[src/rtl/ldb_pkg.sv]
package ldb_pkg;
  typedef enum logic [1:0] {POL_STATIC = 2'd0, POL_DYNAMIC = 2'd1, POL_RROBIN = 2'd2} policy_e;
  typedef enum logic [1:0] {S_IDLE, S_HDR, S_DATA, S_TAIL} state_e;

  localparam int unsigned HDR_CMD_B  = 63;
  localparam int unsigned HDR_SW_B   = 62;
  localparam int unsigned HDR_VER_LO = 58;
  localparam int unsigned HDR_UNIT_LO = 50;
  localparam int unsigned LEN_W      = 10;
  localparam logic [7:0]  ALL_UNITS  = 8'hFF;
endpackage

[src/rtl/ldb_arbiter.sv]
module ldb_arbiter
  import ldb_pkg::*;
#(
  parameter int unsigned NU     = 4,
  parameter int unsigned LOAD_W = 4,
  localparam int unsigned IDX_W = (NU > 1) ? $clog2(NU) : 1
) (
  input  policy_e                       policy_i,
  input  logic [NU-1:0]                 elig_i,
  input  logic [NU-1:0][LOAD_W-1:0]     load_i,
  input  logic [IDX_W-1:0]              last_i,
  output logic                          any_o,
  output logic [IDX_W-1:0]              grant_o
);
  logic            found;
  logic [LOAD_W:0] best;
  int unsigned     idx;

  always_comb begin
    any_o   = |elig_i;
    grant_o = '0;
    found   = 1'b0;
    best    = {1'b1, {LOAD_W{1'b0}}};
    idx     = 0;
    unique case (policy_i)
      POL_DYNAMIC: begin
        for (int i = 0; i < int'(NU); i++) begin
          if (elig_i[i] && ({1'b0, load_i[i]} < best)) begin
            best    = {1'b0, load_i[i]};
            grant_o = IDX_W'(i);
          end
        end
      end
      POL_RROBIN: begin
        for (int k = 1; k <= int'(NU); k++) begin
          idx = (int'(last_i) + k) % NU;
          if (!found && elig_i[idx]) begin
            found   = 1'b1;
            grant_o = IDX_W'(idx);
          end
        end
      end
      default: begin
        for (int i = int'(NU) - 1; i >= 0; i--) begin
          if (elig_i[i]) grant_o = IDX_W'(i);
        end
      end
    endcase
  end
endmodule

[src/rtl/ldb_unit_mon.sv]
module ldb_unit_mon #(
  parameter int unsigned LOAD_W = 4,
  parameter int unsigned CNT_W  = 32,
  parameter int unsigned WD_W   = 16
) (
  input  logic              clk_i,
  input  logic              rst_ni,
  input  logic              acc_i,
  input  logic              good_end_i,
  input  logic              done_i,
  input  logic              fail_clr_i,
  input  logic [WD_W-1:0]   wd_limit_i,
  output logic [LOAD_W-1:0] load_o,
  output logic              failed_o,
  output logic [CNT_W-1:0]  pkt_cnt_o,
  output logic [CNT_W-1:0]  word_cnt_o
);
  localparam logic [LOAD_W-1:0] LOAD_MAX = {LOAD_W{1'b1}};
  localparam logic [CNT_W-1:0]  CNT_MAX  = {CNT_W{1'b1}};
  localparam logic [WD_W-1:0]   WD_MAX   = {WD_W{1'b1}};

  logic [WD_W-1:0] wd_q;

  always_ff @(posedge clk_i or negedge rst_ni) begin
    if (!rst_ni) begin
      load_o     <= '0;
      failed_o   <= 1'b0;
      pkt_cnt_o  <= '0;
      word_cnt_o <= '0;
      wd_q       <= '0;
    end else begin
      if (good_end_i && !done_i && load_o != LOAD_MAX) load_o <= load_o + 1'b1;
      else if (done_i && !good_end_i && load_o != '0)  load_o <= load_o - 1'b1;

      if (acc_i || load_o == '0 || fail_clr_i) wd_q <= '0;
      else if (!failed_o && wd_q != WD_MAX)     wd_q <= wd_q + 1'b1;

      if (fail_clr_i) failed_o <= 1'b0;
      else if (load_o != '0 && !acc_i && wd_q >= wd_limit_i) failed_o <= 1'b1;

      if (good_end_i && pkt_cnt_o != CNT_MAX) pkt_cnt_o  <= pkt_cnt_o + 1'b1;
      if (acc_i && word_cnt_o != CNT_MAX)     word_cnt_o <= word_cnt_o + 1'b1;
    end
  end

  a_r8_load_floor: assert property (@(posedge clk_i) disable iff (!rst_ni)
    (load_o == '0 && done_i && !good_end_i) |=> load_o == '0);
  a_r9_fail_needs_load: assert property (@(posedge clk_i) disable iff (!rst_ni)
    $rose(failed_o) |-> $past(load_o != '0));
  a_r11_pkt_sat: assert property (@(posedge clk_i) disable iff (!rst_ni)
    (pkt_cnt_o == CNT_MAX) |=> (pkt_cnt_o == CNT_MAX));
  a_r11_word_sat: assert property (@(posedge clk_i) disable iff (!rst_ni)
    (word_cnt_o == CNT_MAX) |=> (word_cnt_o == CNT_MAX));
endmodule

[src/rtl/ldb_dispatcher.sv]
module ldb_dispatcher
  import ldb_pkg::*;
#(
  parameter int unsigned NU      = 4,
  parameter int unsigned LOAD_W  = 4,
  parameter int unsigned CNT_W   = 32,
  parameter int unsigned WD_W    = 16,
  parameter logic [3:0]  HDR_VER = 4'h5,
  parameter logic [31:0] SYNC    = 32'hA5A5_5A5A,
  localparam int unsigned IDX_W  = (NU > 1) ? $clog2(NU) : 1
) (
  input  logic              clk_i,
  input  logic              rst_ni,
  input  logic [1:0]        policy_i,
  input  logic [WD_W-1:0]   wd_limit_i,
  input  logic [NU-1:0]     fail_clr_i,
  input  logic              in_valid_i,
  output logic              in_ready_o,
  input  logic [63:0]       in_data_i,
  output logic [NU-1:0]     unit_valid_o,
  input  logic [NU-1:0]     unit_ready_i,
  output logic [63:0]       unit_data_o,
  input  logic [NU-1:0]     unit_done_i,
  output logic [NU-1:0]     failed_o,
  output logic              framing_err_o,
  output logic [CNT_W-1:0]  err_cnt_o,
  input  logic [IDX_W-1:0]  stat_sel_i,
  output logic [CNT_W-1:0]  stat_pkt_o,
  output logic [CNT_W-1:0]  stat_word_o,
  output logic [LOAD_W-1:0] stat_load_o
);
  localparam logic [CNT_W-1:0] CNT_MAX = {CNT_W{1'b1}};

  state_e                    state_q;
  logic [NU-1:0]             tgt_q, new_mask;
  logic                      arb_q;
  logic [IDX_W-1:0]          grant_q, last_q, arb_grant;
  logic [LEN_W-1:0]          len_q, rem_q;
  logic [NU-1:0][LOAD_W-1:0] load_w;
  logic [NU-1:0][CNT_W-1:0]  pkt_w, word_w;
  logic                      arb_any;

  logic       is_hdr, named_ok, bcast, use_arb, start;
  logic       fwd, all_rdy, xfer, tail_x, good_end;
  logic [7:0] unit_f;

  assign unit_f   = in_data_i[HDR_UNIT_LO +: 8];
  assign is_hdr   = in_data_i[HDR_VER_LO +: 4] == HDR_VER;
  assign named_ok = int'(unit_f) < int'(NU);
  assign bcast    = in_data_i[HDR_CMD_B] && unit_f == ALL_UNITS;
  assign use_arb  = !bcast && !((in_data_i[HDR_CMD_B] || in_data_i[HDR_SW_B]) && named_ok);
  assign start    = state_q == S_IDLE && in_valid_i && is_hdr && (!use_arb || arb_any);

  always_comb begin
    if (bcast)         new_mask = '1;
    else if (use_arb)  new_mask = NU'(1) << arb_grant;
    else               new_mask = NU'(1) << unit_f[IDX_W-1:0];
  end

  ldb_arbiter #(.NU(NU), .LOAD_W(LOAD_W)) i_arb (
    .policy_i (policy_e'(policy_i)),
    .elig_i   (~failed_o),
    .load_i   (load_w),
    .last_i   (last_q),
    .any_o    (arb_any),
    .grant_o  (arb_grant)
  );

  // cut-through: a beat moves only when every target can take it
  assign fwd          = state_q != S_IDLE;
  assign all_rdy      = &(unit_ready_i | ~tgt_q);
  assign in_ready_o   = fwd ? all_rdy : !(in_valid_i && is_hdr);
  assign xfer         = fwd && in_valid_i && all_rdy;
  assign unit_valid_o = xfer ? tgt_q : '0;
  assign unit_data_o  = in_data_i;
  assign tail_x       = xfer && state_q == S_TAIL;
  assign good_end     = tail_x && in_data_i[31:0] == SYNC;

  always_ff @(posedge clk_i or negedge rst_ni) begin
    if (!rst_ni) begin
      state_q       <= S_IDLE;
      tgt_q         <= '0;
      arb_q         <= 1'b0;
      grant_q       <= '0;
      last_q        <= IDX_W'(NU - 1);
      len_q         <= '0;
      rem_q         <= '0;
      framing_err_o <= 1'b0;
      err_cnt_o     <= '0;
    end else begin
      framing_err_o <= tail_x && !good_end;
      if (tail_x && !good_end && err_cnt_o != CNT_MAX) err_cnt_o <= err_cnt_o + 1'b1;
      unique case (state_q)
        S_IDLE: if (start) begin
          tgt_q   <= new_mask;
          arb_q   <= use_arb;
          grant_q <= arb_grant;
          len_q   <= in_data_i[LEN_W-1:0];
          state_q <= S_HDR;
        end
        S_HDR: if (xfer) begin
          rem_q   <= len_q;
          state_q <= (len_q == '0) ? S_TAIL : S_DATA;
        end
        S_DATA: if (xfer) begin
          rem_q <= rem_q - 1'b1;
          if (rem_q == LEN_W'(1)) state_q <= S_TAIL;
        end
        S_TAIL: if (xfer) begin
          state_q <= S_IDLE;
          if (arb_q) last_q <= grant_q;
        end
        default: state_q <= S_IDLE;
      endcase
    end
  end

  for (genvar u = 0; u < NU; u++) begin : g_unit
    ldb_unit_mon #(.LOAD_W(LOAD_W), .CNT_W(CNT_W), .WD_W(WD_W)) i_mon (
      .clk_i      (clk_i),
      .rst_ni     (rst_ni),
      .acc_i      (unit_valid_o[u]),
      .good_end_i (good_end && tgt_q[u]),
      .done_i     (unit_done_i[u]),
      .fail_clr_i (fail_clr_i[u]),
      .wd_limit_i (wd_limit_i),
      .load_o     (load_w[u]),
      .failed_o   (failed_o[u]),
      .pkt_cnt_o  (pkt_w[u]),
      .word_cnt_o (word_w[u])
    );
  end

  always_comb begin
    stat_pkt_o  = '0;
    stat_word_o = '0;
    stat_load_o = '0;
    for (int u = 0; u < int'(NU); u++) begin
      if (stat_sel_i == IDX_W'(u)) begin
        stat_pkt_o  = pkt_w[u];
        stat_word_o = word_w[u];
        stat_load_o = load_w[u];
      end
    end
  end

  a_r7_mask_hold: assert property (@(posedge clk_i) disable iff (!rst_ni)
    (fwd && !tail_x) |=> $stable(tgt_q));
  a_r7_valid_on_xfer: assert property (@(posedge clk_i) disable iff (!rst_ni)
    (|unit_valid_o) |-> (in_valid_i && in_ready_o));
  a_r4_grant_live: assert property (@(posedge clk_i) disable iff (!rst_ni)
    (start && use_arb) |-> !failed_o[arb_grant]);
  a_r10_err_single: assert property (@(posedge clk_i) disable iff (!rst_ni)
    framing_err_o |=> !framing_err_o);
endmodule

[config.mk]
export PLATFORM = sky130hd
export DESIGN_NAME = ldb_dispatcher
export DESIGN_NICKNAME = d
export VERILOG_FILES = /design/src/rtl/ldb_pkg.sv /design/src/rtl/ldb_arbiter.sv /design/src/rtl/ldb_unit_mon.sv /design/src/rtl/ldb_dispatcher.sv
export SDC_FILE = /design/constraint.sdc
export NUM_CORES = 1
export LEC_CHECK = 0
export ABC_AREA = 1
export CAP_MARGIN = 5
export CORE_ASPECT_RATIO = 0.6
export CORE_MARGIN = 4
export CORE_UTILIZATION = 30
export DETAILED_ROUTE_END_ITERATION = 12
export PLACE_DENSITY = 0.45
export SYNTH_ARGS = -nofsm -noshare
export SYNTH_HDL_FRONTEND = slang
export SYNTH_SLANG_ARGS = --single-unit
[constraint.sdc]
create_clock -name clk_i -period 6.3 [get_ports clk_i]
set_input_delay 0.63 -clock clk_i [delete_from_list [all_inputs] [get_ports clk_i]]
set_output_delay 0.63 -clock clk_i [all_outputs]
set_load 0.005 [all_outputs]
-- After elaboration in Yosys (flattened, before gate mapping)
Cells that the tools add are included.
- logic and storage cells: 312
- memories: 0
- memory bits (read-only): 0
- bits in latches: 0
- input port bits: 99
- RAM bits: 0
- output and inout bits: 174
- register bits after elaboration: 404
- equal/unequal tests: 34
- div/mod/pow operators: 0
- reductions and logical operators: 124
- $lt $le $gt $ge: 12
- mux-type cells: 82
- shifts and indexed selects: 2
- $add $sub $neg: 26
- $mul: 0
- bitwise gates (word level): 3
- operators with widths (cell ; count):
    32-bit by 1-bit adder with 32-bit output, second input constant ; 9
    32-bit inequality test, second input constant ; 9
    32-bit two-way mux ; 8
    16-bit two-way mux ; 8
    16-bit by 1-bit adder with 16-bit output, second input constant ; 4
    16-bit greater-or-equal comparator ; 4
    16-bit inequality test, second input constant ; 4
    4-bit two-way mux ; 15
    1-bit logical AND ; 59
    32-bit == test, second input constant ; 1
    2-bit two-way mux ; 15
    5-bit two-way mux ; 6
    2-bit nonzero test ; 14
    1-bit zero test ; 24
    1-bit two-way mux ; 21
    10-bit two-way mux ; 2
    10-bit one-hot mux with 2 select lines ; 1
    4-bit by 1-bit adder with 4-bit output, second input constant ; 4
    4-bit zero test ; 4
    4-bit inequality test, second input constant ; 4
    4-bit nonzero test ; 4
    4-bit by 1-bit subtractor with 4-bit output, second input constant ; 4
    4-bit by 5-bit < comparator with 1-bit output ; 3
    2-bit by 3-bit < comparator with 1-bit output, second input constant ; 4
    24 further kinds ; 52

-- Depth between registers and ports, before layout
- depth after elaboration: 20
- mapped depth: 29
- mapped depth without buffers: 29

-- Modules after synthesis
From an unflattened synthesis, not the netlist that was laid out.
- cells, all modules: 4837
- area, all modules: 31152.4 um^2
- modules (own cells, without submodules) (module ; instances ; cells an instance ; area an instance (um^2) ; seq. area each (um^2)):
    ldb_unit_mon at g_unit[1].i_mon ... ; 2 ; 902 ; 6003.3 ; 2127.0
    ldb_dispatcher ; 1 ; 1091 ; 6457.4 ; 1604.0
    ldb_unit_mon at g_unit[0].i_mon ; 1 ; 903 ; 6014.5 ; 2127.0
    ldb_unit_mon at g_unit[3].i_mon ; 1 ; 907 ; 5936.9 ; 2127.0
    ldb_arbiter ; 1 ; 132 ; 737.0 ; 0.0

-- Least setup slack after synthesis
OpenSTA, ideal clock, no wires.
- kind: reg2reg
- start point: register g_unit[0].i_mon.failed_o
- end point: register tgt_q[1]
- buffers on the path: 0
- cell stages (with the launch flop): 28
- setup time: 78 ps
- setup slack: 2576 ps
- arrival: 3647 ps
- data required time: 6222 ps
- cell sequence: dfrtp_1 inv_2 nand2_1 ha_1 nand2_1 nand2_1 nand2_1 nand3_1 o21ai_0 ha_1 a21oi_1 nor2_1 a211oi_1 nand2_2 nand2_1 o21ai_0 ha_1 a21oi_1 nor2_1 nor2_1 nand2_1 nand2_1 nand2_1 nand2_1 nand2_1 a21boi_0 nand2_1 a21oi_1
- longest elaborated chain between the ends: 20
- elaborated cells on any way between the ends: 49
- ends and longest elaborated chain (element ; line ; RTL):
    start: declaration ; ldb_unit_mon.sv:14 ; output logic failed_o,
    start signal: assignment ; ldb_unit_mon.sv:27 ; failed_o <= 1'b0;
    start signal: assignment ; ldb_unit_mon.sv:38 ; if (fail_clr_i) failed_o <= 1'b0;
    start signal: assignment ; ldb_unit_mon.sv:39 ; else if (load_o != '0 && !acc_i && wd_q >= wd_limit_i) failed_o <= 1'b1;
    4-bit inverter * ; ldb_dispatcher.sv:62 ; .elig_i (~failed_o),
    branches (longest 19 deep; another with 4-bit by 5-bit < comparator with 1-bit output) ; - ;
    end signal: assignment ; ldb_dispatcher.sv:95 ; tgt_q <= new_mask;
    end: declaration ; ldb_dispatcher.sv:35 ; logic [NU-1:0] tgt_q, new_mask;
Mark *: on every way between the ends. The select of a mux whose other input is x is not followed.
A chain may end at the register's enable or synchronous reset.

-- Worst setup path in the final report
- start point: input stat_sel_i[0]
- end point: output stat_word_o[11]
- longest elaborated chain between the ends: 5
- elaborated cells on any way between the ends: 8
- ends and longest elaborated chain (element ; line ; RTL):
    start: declaration ; ldb_dispatcher.sv:27 ; input logic [IDX_W-1:0] stat_sel_i,
    2-bit zero test ; ldb_dispatcher.sv:139 ; if (stat_sel_i == IDX_W'(u)) begin
    32-bit two-way mux (3 in a row) ; ldb_dispatcher.sv:139 ;
    32-bit two-way mux * ; ldb_dispatcher.sv:139 ;
    end: declaration ; ldb_dispatcher.sv:29 ; output logic [CNT_W-1:0] stat_word_o,
Every way passes the cells marked *; elsewhere a longest branch is shown, timed or not.

==> metrics.md <==
| Metric | Value |
|---|---|
| FFs w/ async S/R, synth | 1.000 |
| WL/cell | 19.53 um |
| CP max FO | 18 |
| Pins Over Slew Limit | 0 |
| # fillers | 8722 |
| Clock slew seen by the registers of the worst setup and hold paths | 0.06 ns |
| Syn Area/Cell | 7.916 um^2 |
| DP Wirelength | 69.84 mm |
| Vias/cell | 4.820 |
| Ranking of synthesized cells by area | dfrtp_1 40%, nand2_1 9.1%, xor2_1 8.6% |
| Longest Clk Path Bufs | 3 |
| Pwr Density | 267.4 nW/um^2 |
| TNS Setup | 0 ns |
| Area fraction of the dominant cell type after synthesis | 0.3966 |
| Mapped cell area | 25360 um^2 |
| Die Height | 233.2 um |
| Layout overhead on the synthesized area | 18.64% |
| Worst Max-Slew Pin Slew | 1.230 ns |
| Core area | 83620 um^2 |
| Gate count after technology mapping | 3204 |
| First-pass GRT wire length | 134.2 mm |
| Die area | 89410 um^2 |
| Number of antenna violations at the first check in global routing | 1 |
| Max Cap Viol | 0 |
| Fmax achieved | 0.2092 GHz |
| Clock tree sinks | 404 |
| Gpl congestion | 0.9487 |
| Slew HR | 0.1799 |
| Final wirelength | 88.84 mm |
| Number of global-route vias before repair | 20910 |
| Routed Antenna Nets | 0 |
| CP Data Required Time | 5.67 ns |
| Clock skew | 0.03416 ns |
| RSZ-0062 raised after global routing | no |
| DR vias | 21930 |
| H-Tree Level Count | 2 |
| Post-CTS Resized | 0 |
| Warnings from Yosys | 0 |
| Run status | finished clean |
| PortBufs | 236 |
| Iteration-0 DRC Markers | 1970 |
| Number of synthesized flops with an enable pin | 0 |
| Die W | 383.4 um |
| LEAKAGE | 13.84 nW |
| HP Class | input pin to asynchronous set/reset pin |
| 1st-pass router iterations | 5 |
| Residual DRC | 0 |
| Clock Root Buffer | clkbuf_16 |
| Tcrit/Tclk final | 0.7588 |
| Netlist cell types | 59 |
| Post-CTS Setup Repair Bufs | 0 |
| Layout net count | 3587 |
| Overflow after GRT | 0 |
| Fin crit period | 4.780 ns |
| Most common cell in the netlist | nand2_1 |
| Hold Violations, Final | 0 |
| CTS Buf Count | 47 |
| Synth cell count leaders | 617 x nand2_1, 428 x inv_1, 402 x dfrtp_1 |
| VDD IR-drop max | 0.1933 mV |
| All-Layer GR Usage | 0.1964 |
| Final core utilization | 0.3598 |
| Largest net degree at the start of global routing | 132 |
| Row cnt | 82 |
| Setup Viol. Count Final | 0 |
| WS Path Type | input pin to output pin |
| Clk Latency, worst-skew pair | 0.61 ns |
| CTS tree | yes |
| Setup crit start kind | input pin |
| Seq/Total Area, Yosys | 0.3987 |
| Synthesized net count | 3409 |
| Initial Util | 0.3033 |
| RR Startpoint | g_unit[0].i_mon.failed_o |
| Ys flop type | dfrtp_1 |
| CP startpoint | stat_sel_i[0] |
| Yosys top cell by area | dfrtp_1 |
| FF+latch count, synth | 404 |
| Number of antenna diodes | 0 |
| Critical path arrival | 4.15 ns |
| Share of post-route cells with drive strength above 1 | 0.05183 |
| Hold-fix buffers at CTS | 0 |
| # IOs | 273 |
| Setup crit end kind | output pin |
==> worst paths after layout <==
check / endpoint / slack (ns) / cells after the start
max: stat_word_o[11] / 1.52 / 7
min: g_unit[1].i_mon.wd_q[3] / 0.03 / 1
max reg2reg: tgt_q[1] / 1.69 / 26
min reg2reg: g_unit[3].i_mon.pkt_cnt_o[15] / 0.46 / 1
max in group asynchronous: g_unit[3].i_mon.word_cnt_o[8] / 4.93 / 2
min in group clk_i: g_unit[3].i_mon.pkt_cnt_o[15] / 0.46 / 1
==> cell usage in the layout, fill, tap and decap left out, types with 51 or more instances in the layout <==
cell type and n:
nor2_1 283, dfrtp_1 402, nand3_1 126, inv_1 428, nand2_1 615, clkdlybuf4s50_1 235
ha_1 102, nor3_1 151, a21oi_1 125, nor4_1 51, xor2_1 248, o21ai_0 179
nand4_1 106
==> power by group <==
group          switching (mW)  internal, mW
clock network            1.21          1.61
registers               0.301          2.84
logic                    1.26         0.820
total                    2.77          5.27
==> area by class of cell <==
class / instances / area [um^2] / share of cell area
multi-input cells: 2241 / 12890 / 0.4286
clock buffers: 66 / 1308 / 0.04345
well taps: 1134 / 1419 / 0.04716
inverters: 443 / 1663 / 0.05526
flip-flops and latches: 404 / 10110 / 0.3361
clock inverters: 16 / 220.2 / 0.007319
repair buffers: 245 / 2472 / 0.08217
==> registers in the layout (all words and copies together) (netlist names) <==
register                 cells
last_q                       2
g_unit.i_mon.load_o         16
g_unit.i_mon.word_cnt_o    128
len_q                       10
state_q                      2
err_cnt_o                   32
grant_q                      2
arb_q                        1
framing_err_o                1
g_unit.i_mon.pkt_cnt_o     128
tgt_q                        4
g_unit.i_mon.failed_o        4
g_unit.i_mon.wd_q           64
rem_q                       10
==> metrics by stage <==
stage | cell area (um^2) | hold WS, ns | setup WS [ns] | cells | total power [mW]
floorplan | 25360 | 0.3344 | 2.576 | 3204 | 4.487
global placement | 28560 | 0.4554 | 1.557 | 4467 | 5.279
detailed placement | 28560 | 0.4575 | 1.502 | 4467 | 5.269
CTS | 30090 | 0.03590 | 1.492 | 4549 | 8.149
global route | 30090 | 0.07969 | 1.119 | 4549 | 8.603
finish | 30090 | 0.03101 | 1.520 | 4549 | 8.045
==> logic make-up after synthesis <==
group / count (synthesis) / synth area share
buffers and inverters: 559 / 0.09344
multiplexers: 7 / 0.003059
adder cells (fa/ha/maj): 106 / 0.05348
AO/OA/AOI/OAI: 420 / 0.09522
AND/OR/NAND/NOR: 1418 / 0.2559
flip-flops: 404 / 0.3987
XOR/XNOR: 290 / 0.1001
==> layer usage <==
layer	global-route usage	share of wire
met5	0	0
met4	0.03687	0.016
met3	0.06150	0.086
met2	0.2493	0.37
met1	0.3152	0.53
==> critical path: stages <==
cell and delay [ns]:
clkdlybuf4s50_1 0.81, buf_4 0.39, nand2_2 0.08, clkinv_1 0.64, a221oi_1 0.85, a21oi_1 0.21
clkdlybuf4s50_1 0.50
No activity file was read; power rests on OpenSTA's default activity.
